==> src/rtl/srs_pkg.sv <==
package srs_pkg;
  typedef enum logic {
    ST_HOLD = 1'b0,
    ST_RUN  = 1'b1
  } srs_state_e;
endpackage

==> src/rtl/srs_sync.sv <==
module srs_sync #(
  parameter int STAGES = 2
) (
  input  logic clk,
  input  logic rst_n,
  input  logic d,
  output logic q
);
  logic [STAGES-1:0] chain;

  generate
    if (STAGES == 1) begin : g_one
      always_ff @(posedge clk or negedge rst_n) begin
        if (!rst_n) chain <= '0;
        else        chain <= d;
      end
    end else begin : g_many
      always_ff @(posedge clk or negedge rst_n) begin
        if (!rst_n) chain <= '0;
        else        chain <= {chain[STAGES-2:0], d};
      end
    end
  endgenerate

  assign q = chain[STAGES-1];
endmodule

==> src/rtl/srs_dip_filter.sv <==
module srs_dip_filter #(
  parameter int FILT_CYC = 1000
) (
  input  logic clk,
  input  logic rst_n,
  input  logic lvl,
  output logic qual_low
);
  localparam int CW = $clog2(FILT_CYC + 1);
  localparam logic [CW-1:0] LAST = CW'(FILT_CYC - 1);

  logic [CW-1:0] low_cnt;

  // Count consecutive low samples; qualify on the FILT_CYC-th one.
  always_ff @(posedge clk or negedge rst_n) begin
    if (!rst_n) begin
      low_cnt  <= '0;
      qual_low <= 1'b1;
    end else if (lvl) begin
      low_cnt  <= '0;
      qual_low <= 1'b0;
    end else if (!qual_low) begin
      if (low_cnt == LAST) qual_low <= 1'b1;
      else                 low_cnt  <= low_cnt + 1'b1;
    end
  end
endmodule

==> src/rtl/srs_release_timer.sv <==
module srs_release_timer
  import srs_pkg::*;
#(
  parameter int TWD_TICKS = 100
) (
  input  logic clk,
  input  logic rst_n,
  input  logic tick,
  input  logic qual_low,
  output logic sys_rst_n,
  output logic seq_done
);
  localparam int TW = $clog2(TWD_TICKS + 1);
  localparam logic [TW-1:0] LAST = TW'(TWD_TICKS - 1);

  srs_state_e    st, st_n;
  logic [TW-1:0] tcnt, tcnt_n;
  logic          done_n;

  always_comb begin
    st_n   = st;
    tcnt_n = tcnt;
    done_n = 1'b0;
    case (st)
      ST_HOLD: begin
        if (qual_low) begin
          tcnt_n = '0;
        end else if (tick) begin
          if (tcnt == LAST) begin
            st_n   = ST_RUN;
            tcnt_n = '0;
            done_n = 1'b1;
          end else begin
            tcnt_n = tcnt + 1'b1;
          end
        end
      end
      ST_RUN: begin
        if (qual_low) begin
          st_n   = ST_HOLD;
          tcnt_n = '0;
        end
      end
      default: begin
        st_n   = ST_HOLD;
        tcnt_n = '0;
      end
    endcase
  end

  always_ff @(posedge clk or negedge rst_n) begin
    if (!rst_n) begin
      st        <= ST_HOLD;
      tcnt      <= '0;
      sys_rst_n <= 1'b0;
      seq_done  <= 1'b0;
    end else begin
      st        <= st_n;
      tcnt      <= tcnt_n;
      sys_rst_n <= (st_n == ST_RUN);
      seq_done  <= done_n;
    end
  end
endmodule

==> src/rtl/supply_reset_sequencer.sv <==
module supply_reset_sequencer #(
  parameter int FILT_CYC    = 1000,
  parameter int TWD_TICKS   = 100,
  parameter int SYNC_STAGES = 2
) (
  input  logic clk,
  input  logic rst_n,
  input  logic tick,
  input  logic lvl_above,
  input  logic clr_in,
  output logic sys_rst_n,
  output logic seq_done,
  output logic clr_out
);
  logic lvl_sync;
  logic qual_low;

  srs_sync #(.STAGES(SYNC_STAGES)) u_sync (
    .clk   (clk),
    .rst_n (rst_n),
    .d     (lvl_above),
    .q     (lvl_sync)
  );

  srs_dip_filter #(.FILT_CYC(FILT_CYC)) u_filt (
    .clk      (clk),
    .rst_n    (rst_n),
    .lvl      (lvl_sync),
    .qual_low (qual_low)
  );

  srs_release_timer #(.TWD_TICKS(TWD_TICKS)) u_tmr (
    .clk       (clk),
    .rst_n     (rst_n),
    .tick      (tick),
    .qual_low  (qual_low),
    .sys_rst_n (sys_rst_n),
    .seq_done  (seq_done)
  );

  // Clear requests reach the watchdog only once reset is released.
  assign clr_out = clr_in & sys_rst_n;
endmodule

==> config.mk <==
export PLATFORM = sky130hd
export DESIGN_NAME = supply_reset_sequencer
export DESIGN_NICKNAME = d
export VERILOG_FILES = /design/src/rtl/srs_pkg.sv /design/src/rtl/srs_sync.sv /design/src/rtl/srs_dip_filter.sv /design/src/rtl/srs_release_timer.sv /design/src/rtl/supply_reset_sequencer.sv
export SDC_FILE = /design/constraint.sdc
export NUM_CORES = 1
export LEC_CHECK = 0
export ABC_AREA = 0
export BUFFER_PORTS_ARGS = -buffer_cell sky130_fd_sc_hd__buf_2
export CORE_ASPECT_RATIO = 1.25
export CORE_MARGIN = 2
export CORE_UTILIZATION = 40
export DETAILED_ROUTE_END_ITERATION = 7
export HOLD_SLACK_MARGIN = 0.08
export PLACE_DENSITY = 0.64
export REMOVE_ABC_BUFFERS = 1
export SKIP_CTS_REPAIR_TIMING = 1
export SYNTH_ARGS = -nofsm -noshare
export SYNTH_HDL_FRONTEND = slang
export SYNTH_SLANG_ARGS = --single-unit
==> constraint.sdc <==
create_clock -name clk -period 1.7 [get_ports clk]
set_clock_uncertainty 0.2 [all_clocks]
set_input_delay 0.34 -clock clk [delete_from_list [all_inputs] [get_ports clk]]
set_output_delay 0.34 -clock clk [all_outputs]
set_load 0.01 [all_outputs]
Word level (Yosys, flattened, before mapping)

Index checks and enable logic that the tools add are counted.

Memory bits (writable): 0
Register bits: 22
Output and inout bits: 3
Latch bits: 0
Memories kept: 0
Input bits: 5
Memory bits (read-only): 0
Logic and storage cells: 35

Reduce and logical (&&, ||, !) cells: 2
Add/sub/neg operators: 2
Div/mod/pow operators: 0
Bitwise operators: 2
Muxes and demuxes: 17
Multipliers: 0
Shifts and indexed selects: 0
$lt $le $gt $ge: 0
Eq/ne operators: 6

Operator list:

| kind                    | count |
|---|---|
| $mux W10                | 3 |
| $mux W7                 | 4 |
| $pmux W7 S2             | 1 |
| $add A10 B1 Y10 const B | 1 |
| $eq A10 B10 Y1 const B  | 1 |
| $mux W1                 | 8 |
| $add A7 B1 Y7 const B   | 1 |
| $eq A7 B7 Y1 const B    | 1 |
| $ne A2 B2 Y1 const B    | 3 |
| $reduce_and A2 Y1       | 2 |
| $ne A3 B3 Y1 const B    | 1 |
| $pmux W1 S2             | 1 |
| $and A1 B1 Y1           | 1 |
| $not A1 Y1              | 1 |

Longest topological paths before layout

Gate-level depths: netlist of run 1.

Depth after elaboration: 5
Depth in mapped cells: 4
Depth with buffers taken out: 4

Hierarchy

From an unflattened synthesis of run 1, not the netlist that was laid out.

Cell total of the unflattened synthesis: 119
Area total of the unflattened synthesis: 1204.9 um2

Modules (own cells, without submodules):

| module                 | sequential area each (um2) | area an instance (um2) | times used | cells each |
|---|---|---|---|---|
| srs_dip_filter         | 276.5                      | 651.9                  | 1          | 65 |
| srs_release_timer      | 225.2                      | 496.7                  | 1          | 51 |
| srs_sync               | 50.0                       | 50.0                   | 1          | 2 |
| supply_reset_sequencer | 0.0                        | 6.3                    | 1          | 1 |

Worst setup path after synthesis of run 1

Ideal clock, no wire load.

Kind: register to register
Start: reg u_filt.low_cnt[0]
End: reg u_filt.low_cnt[0]
Path buffers: 0
Arrival time: 1.476 ns
Period minus slack after synthesis: 1.814 ns
Required time: 1.361 ns
Setup time: 0.139 ns
Stages on the path, launching flop included: 5
Path slack: -0.114 ns
Path through: dfrtp_1 ha_1 and3b_4 and4_4 or4_1

Longest elaborated chain between the ends: 4
Elaborated cells between the ends (all ways): 7
Classes of those cells: add/sub: 1; eq/ne: 2; mux: 3; reduce/logical: 1

RTL lines:

| element                | line                 | RTL |
|---|---|---|
| start, declared        | srs_dip_filter.sv:12 | `logic [CW-1:0] low_cnt;` |
| start signal, assigned | srs_dip_filter.sv:24 | `else low_cnt <= low_cnt + 1'b1;` |
| $add A10 B1 Y10        | srs_dip_filter.sv:24 |  |
| $mux W10               | srs_dip_filter.sv:23 | `if (low_cnt == LAST) qual_low <= 1'b1;` |
| $mux W10               | srs_dip_filter.sv:22 | `end else if (!qual_low) begin` |
| $mux W10               | srs_dip_filter.sv:19 | `end else if (lvl) begin` |

Parallel ways exist; a longest one is shown, timed or not. The select of a mux whose other input is x is not followed.
A chain may end at the register's enable or synchronous reset.

Worst setup path in the final report of run 1

Same ends and word-level chain as after synthesis.

==> out/results.txt, run 1 <==
total congestion overflow -> 0
crit start category -> flop
pre-CTS worst setup slack -> -91.42 ps
Reg clk slew, reported paths -> 120 ps
number of distinct library cells after synthesis -> 41
slowest CP cell -> or4_4
sequential share of the synthesized area -> 47.88%
starting density of the core -> 42.58%
Final Routed Wirelength -> 2451 µm
clk root buf -> clkbuf_4
number of detailed-route iterations in the first pass -> 5
flops & latches, synth -> 22
Clk Latency, worst-skew pair -> 310 ps
top post-synthesis cells by count -> dfrtp_1, a21oi_1, nand2_1, or4_1
chip height -> 64.01 µm
status -> complete, no violations
critical path's largest stage delay -> 500 ps
port bufs -> 7
Post-synth EDFFs -> 0
Num CTS Buffers -> 3
first-pass GRT wire length -> 4140 µm
post-route ant nets -> 0
P_sw -> 399.8 µW
die area -> 0.003329 mm²
maximum vdd drop -> 482.1 µV
drc violations -> 0
Leak Pwr -> 0.6036 nW
initial antenna violation count -> 0
fmax -> 593.5 MHz
cell row count -> 21
CP arrival -> 1680 ps
crit path kind -> reg -> reg
Main synth FF type -> dfrtp_1
Worst setup EP type -> flop
Final #Nets -> 144
Async SR Flop Fraction -> 100.0%
Final GP Congestion -> 0.8051
Post-Syn Area -> 0.001152 mm²
design area -> 0.001409 mm²
switching part of the total power -> 30.80%
Vias -> 979
max cap viols -> 0
area leader, netlist -> dfrtp_1
largest net degree at the start of global routing -> 23
Max Slew Vio Count -> 0
die width -> 52.01 µm
final period demand of the worst path -> 1685 ps
worst min-delay path class -> reg -> reg
Area Overhead vs Synth -> 22.26%
Bufs and invs on worst path -> 0
layout cells sized above 1 -> 30.15%
CTS tree -> yes
vias in the first global route -> 981
PD cells -> 921.5 mW/mm²
final hold violation count -> 0
Tightest Pin Transition -> 502.8 ps
H-tree levels -> 1
final std cells w/o fill -> 170
top post-synthesis cells by area -> dfrtp_1, a21oi_1, or4_1, o31ai_1, nand2_1
Yosys top cell area share -> 45.60%
HPWL reported at the end of detailed placement -> 1792 µm
syn avg cell area -> 10.29 µm²
Final period util -> 99.12%
Final setup viols -> 0
Clk pwr share -> 22.3%
core box area -> 0.002706 mm²
Synth Warn # -> 0
Flop pwr share -> 50.3%
Pint -> 898.4 µW
Avg Vias per Cell -> 5.759
most numerous cell in the Yosys netlist -> dfrtp_1
DR iter-0 viols -> 25
Longest Clk Path Bufs -> 2
crit-path cells -> ha_2 -> and3b_4 -> a2111oi_2 -> or4_4
placed insts -> 164
ANT cells -> 0
post-route setup slack -> 15.03 ps
Comb pwr share -> 27.3%
DR WL/cell -> 14.42 µm
# IOs -> 8
area of placed instances -> 0.001323 mm²
Crit Path Max Fanout -> 4
GRT Total Usage -> 16.38%
synthesized instance count -> 112
CP top delay family -> simple AND/OR/NAND/NOR gates
RSZ-0062 raised after global routing -> yes
Slew headroom -> 66.48%
Num Clock Sinks -> 22
Critical Path RT -> 1700 ps
[kinds of logic after synthesis]
logic type | synth area share [%]
fa+ha+maj | 2.171
buf+inv | 2.714
xor+xnor | 0.7602
simple gates | 26.82
flops | 47.88
mux | 0.8687
compound gates | 18.79
[routing by layer]
layer	up-vias	part of all wire (%)	global-route usage, %
li1	479	-	-
met1	475	43	18.52
met2	20	53	29.11
met3	5	2.5	2.336
met4	0	1.9	7.895
met5	-	0	0
[stage by stage]
stage                     power [mW]  util, %  hold slack [ps]  TNS, ps
after global placement        0.9785    48.87            137.0   -44.23
after CTS                      1.291    50.21           -212.1   -110.9
final                          1.298    52.06            164.7        0
after global routing           1.388    52.06            182.3   -45.31
after detailed placement      0.9971    48.87            141.8   -91.42
after floorplan               0.8284        -           -155.6   -114.2
[worst paths after layout]
kind | start | endpoint | slack, ps | cells after the start
worst max-delay path | u_filt.low_cnt[0] | u_filt.low_cnt[0] | 20 | 4
worst min-delay path | u_sync.chain[0] | u_sync.chain[1] | 160 | 0
worst max register to register | u_filt.low_cnt[0] | u_filt.low_cnt[0] | 20 | 4
worst min register to register | u_sync.chain[0] | u_sync.chain[1] | 160 | 0
max in group asynchronous | rst_n | u_filt.qual_low | 630 | 2
min in group asynchronous | rst_n | u_tmr.sys_rst_n | 310 | 2
[layout by cell type (no fill, tap or decap), types with 2 or more instances in the layout]
| cell type | count |
|---|---|
| buf_2 | 7 |
| nand2_1 | 8 |
| a31oi_1 | 2 |
| inv_1 | 4 |
| nand4b_1 | 2 |
| a21oi_1 | 11 |
| o31ai_1 | 5 |
| a41oi_1 | 2 |
| clkbuf_4 | 3 |
| buf_4 | 13 |
| nor2b_1 | 4 |
| o211ai_1 | 2 |
| dlygate4sd3_1 | 2 |
| o21ai_0 | 3 |
| dfrtp_1 | 21 |
| or3_1 | 2 |
| nand3_1 | 3 |
| or4_1 | 4 |
| nor2_1 | 2 |
| nand2b_1 | 3 |
| or4_4 | 2 |
| and4_4 | 2 |
| a311oi_1 | 2 |
[flip-flops by register name, indices dropped and copies added, names as in the netlist]
name             cells
u_filt.low_cnt      10
u_filt.qual_low      1
u_sync.chain         2
u_tmr.seq_done       1
u_tmr.sys_rst_n      1
u_tmr.tcnt           7
[area by class of cell]
class | instances | area [µm²]
Clock buffer | 4 | 36.28
Fill cell | 259 | 1297
Inverter | 5 | 18.77
Multi-Input combinational cell | 82 | 595.6
Sequential cell | 22 | 551.8
Tap cell | 34 | 42.54
Timing Repair Buffer | 23 | 163.9
[power by group through the flow]
stage / clock [mW] / sequential, mW / combinational, mW
2_1_floorplan: 0 / 0.677 / 0.151
3_5_place_dp: 0 / 0.657 / 0.340
5_1_grt: 0.322 / 0.665 / 0.400
6_report: 0.290 / 0.653 / 0.355
4_1_cts: 0.303 / 0.647 / 0.340
3_3_place_gp: 0 / 0.654 / 0.325
[worst reg2reg max path, stage by stage, from the launching register on]
cell	delay, ps
dfrtp_1	380
ha_2	190
and3b_4	230
a2111oi_2	70
or4_4	500
Note: power is estimated with default switching activity, not from simulation.
==> run 2: changes to the inputs <==
--- a/config.mk
+++ b/config.mk
@@ -14,6 +14,7 @@
 export HOLD_SLACK_MARGIN = 0.08
 export PLACE_DENSITY = 0.64
 export REMOVE_ABC_BUFFERS = 1
+export SETUP_SLACK_MARGIN = 0.1
 export SKIP_CTS_REPAIR_TIMING = 1
 export SYNTH_ARGS = -nofsm -noshare
 export SYNTH_HDL_FRONTEND = slang
==> run 2 against run 1 <==
  * Count of clock-buffer cells in the layout stayed put
  * Utilization up 2.4 points
  * Sequential share of layout area is 1.7 points lower
  * Total power grew 3.7%
  * Final cell count grew 0.59%
  * Cell area grew 4.6%
  * Critical path type unchanged
  * Critical endpoint unchanged
==> out/results.txt, run 2 (synthesized netlist as in run 1, its figures left out) <==
maximum vdd drop -> 493.8 µV (was 482.1 µV)
Reg clk slew, reported paths -> 120 ps (about the same)
Avg Vias per Cell -> 5.813 (was 5.759)
Longest Clk Path Bufs -> 2 (unchanged)
Critical Path RT -> 1700 ps (about the same)
Final #Nets -> 145 (was 144)
Leak Pwr -> 0.6337 nW (was 0.6036 nW)
CP arrival -> 1680 ps (about the same)
most frequent cells in the layout -> dfrtp_1, buf_4, a21oi_1 (unchanged)
crit path kind -> reg -> reg (unchanged)
Area Overhead vs Synth -> 27.90% (was 22.26%)
Final Routed Wirelength -> 2590 µm (was 2451 µm)
final hold slack -> 143.4 ps (was 164.7 ps)
number of detailed-route iterations in the first pass -> 4 (was 5)
final hold violation count -> 0 (unchanged)
Final setup viols -> 0 (unchanged)
HPWL reported at the end of detailed placement -> 1792 µm (unchanged)
fmax -> 592.9 MHz (was 593.5 MHz)
cell row count -> 21 (unchanged)
Num Clock Sinks -> 22 (unchanged)
Final TNS setup -> 0 ps (unchanged)
CTS tree -> yes (unchanged)
core box area -> 0.002706 mm² (unchanged)
final period demand of the worst path -> 1687 ps (was 1685 ps)
layout cells sized above 1 -> 35.77% (was 30.15%)
Largest regs -> u_filt.low_cnt x10, u_tmr.tcnt x7, u_sync.chain x2 (unchanged)
PD cells -> 913.1 mW/mm² (was 921.5 mW/mm²)
status -> complete, no violations (unchanged)
Vias -> 994 (was 979)
GRT Total Usage -> 16.38% (unchanged)
starting density of the core -> 42.58% (unchanged)
clk root buf -> clkbuf_4 (unchanged)
Comb pwr share -> 29.2% (was 27.3%)
Max Slew Vio Count -> 0 (unchanged)
P_sw -> 422.8 µW (was 399.8 µW)
DR iter-0 viols -> 18 (was 25)
total congestion overflow -> 0 (unchanged)
initial antenna violation count -> 0 (unchanged)
Power Total -> 1.346 mW (was 1.298 mW)
max FFs per register -> 10 (unchanged)
Flop pwr share -> 49.2% (was 50.3%)
drc violations -> 0 (unchanged)
Tightest Pin Transition -> 499.2 ps (was 502.8 ps)
Clk Latency, worst-skew pair -> 310 ps (about the same)
first-pass GRT wire length -> 4140 µm (unchanged)
Pint -> 923.0 µW (was 898.4 µW)
largest net degree at the start of global routing -> 23 (unchanged)
ANT cells -> 0 (unchanged)
H-tree levels -> 1 (unchanged)
switching part of the total power -> 31.41% (was 30.80%)
port bufs -> 7 (unchanged)
Worst setup EP type -> flop (unchanged)
Num CTS Buffers -> 3 (unchanged)
Clk pwr share -> 21.5% (was 22.3%)
crit start category -> flop (unchanged)
post-route ant nets -> 0 (unchanged)
DR WL/cell -> 15.15 µm (was 14.42 µm)
chip height -> 64.01 µm (unchanged)
Slew headroom -> 66.72% (was 66.48%)
Final period util -> 99.22% (was 99.12%)
die area -> 0.003329 mm² (unchanged)
vias in the first global route -> 981 (unchanged)
Crit Path Max Fanout -> 6 (was 4)
RSZ-0062 raised after global routing -> yes (unchanged)
# IOs -> 8 (unchanged)
Final GP Congestion -> 0.8051 (unchanged)
Biggest register -> u_filt.low_cnt (unchanged)
worst min-delay path class -> in -> reg (was reg -> reg)
max cap viols -> 0 (unchanged)
most common cell after layout, fill and taps aside -> dfrtp_1 (unchanged)
design area -> 0.001474 mm² (was 0.001409 mm²)
area of placed instances -> 0.001323 mm² (unchanged)
die width -> 52.01 µm (unchanged)
run 2: metrics by stage:
stage | setup slack [ps] | std cells | utilization, %
after global routing | -37.73 | 171 | 54.46
after CTS | -110.9 | 168 | 50.21
after global placement | -44.23 | 164 | 48.87
after floorplan | -114.2 | 109 | -
after detailed placement | -91.42 | 164 | 48.87
final | 13.25 | 171 | 54.46
run 2: layer usage:
layer	part of all wire, %	GRT usage, %
met5	0	0
met2	55	29.11
met3	3.1	2.336
met4	1.8	7.895
met1	40	18.52
run 2: final cells by class:
cell class	instances	area, µm²
flip-flops and latches	22	551.8
clock buffers	4	36.28
inverters	5	18.77
fillers	252	1232
well taps	34	42.54
repair buffers	24	181.4
multi-input cells	82	643.1
run 2: power groups by stage:
stage	sequential (mW)	combinational [mW]	clock, mW
floorplan	0.677	0.151	0
global placement	0.654	0.325	0
detailed placement	0.657	0.340	0
CTS	0.647	0.340	0.303
global route	0.677	0.436	0.322
finish	0.663	0.393	0.290
run 2: path summary, 6_finish.rpt:
kind	start	endpoint	slack (ps)	depth (start not counted)
worst max-delay path	u_filt.low_cnt[2]	u_filt.low_cnt[0]	10	3
worst min-delay path	tick	u_tmr.seq_done	140	3
worst max register to register	u_filt.low_cnt[2]	u_filt.low_cnt[0]	10	3
worst min register to register	u_sync.chain[0]	u_sync.chain[1]	160	0
max in group asynchronous	rst_n	u_filt.qual_low	630	2
min in group asynchronous	rst_n	u_tmr.sys_rst_n	310	2
run 2: worst max-delay path, cell delays in order (launching register included):
cell and delay [ps]:
dfrtp_1 460, nor2b_1 350, nor4_1 90, or4_4 470
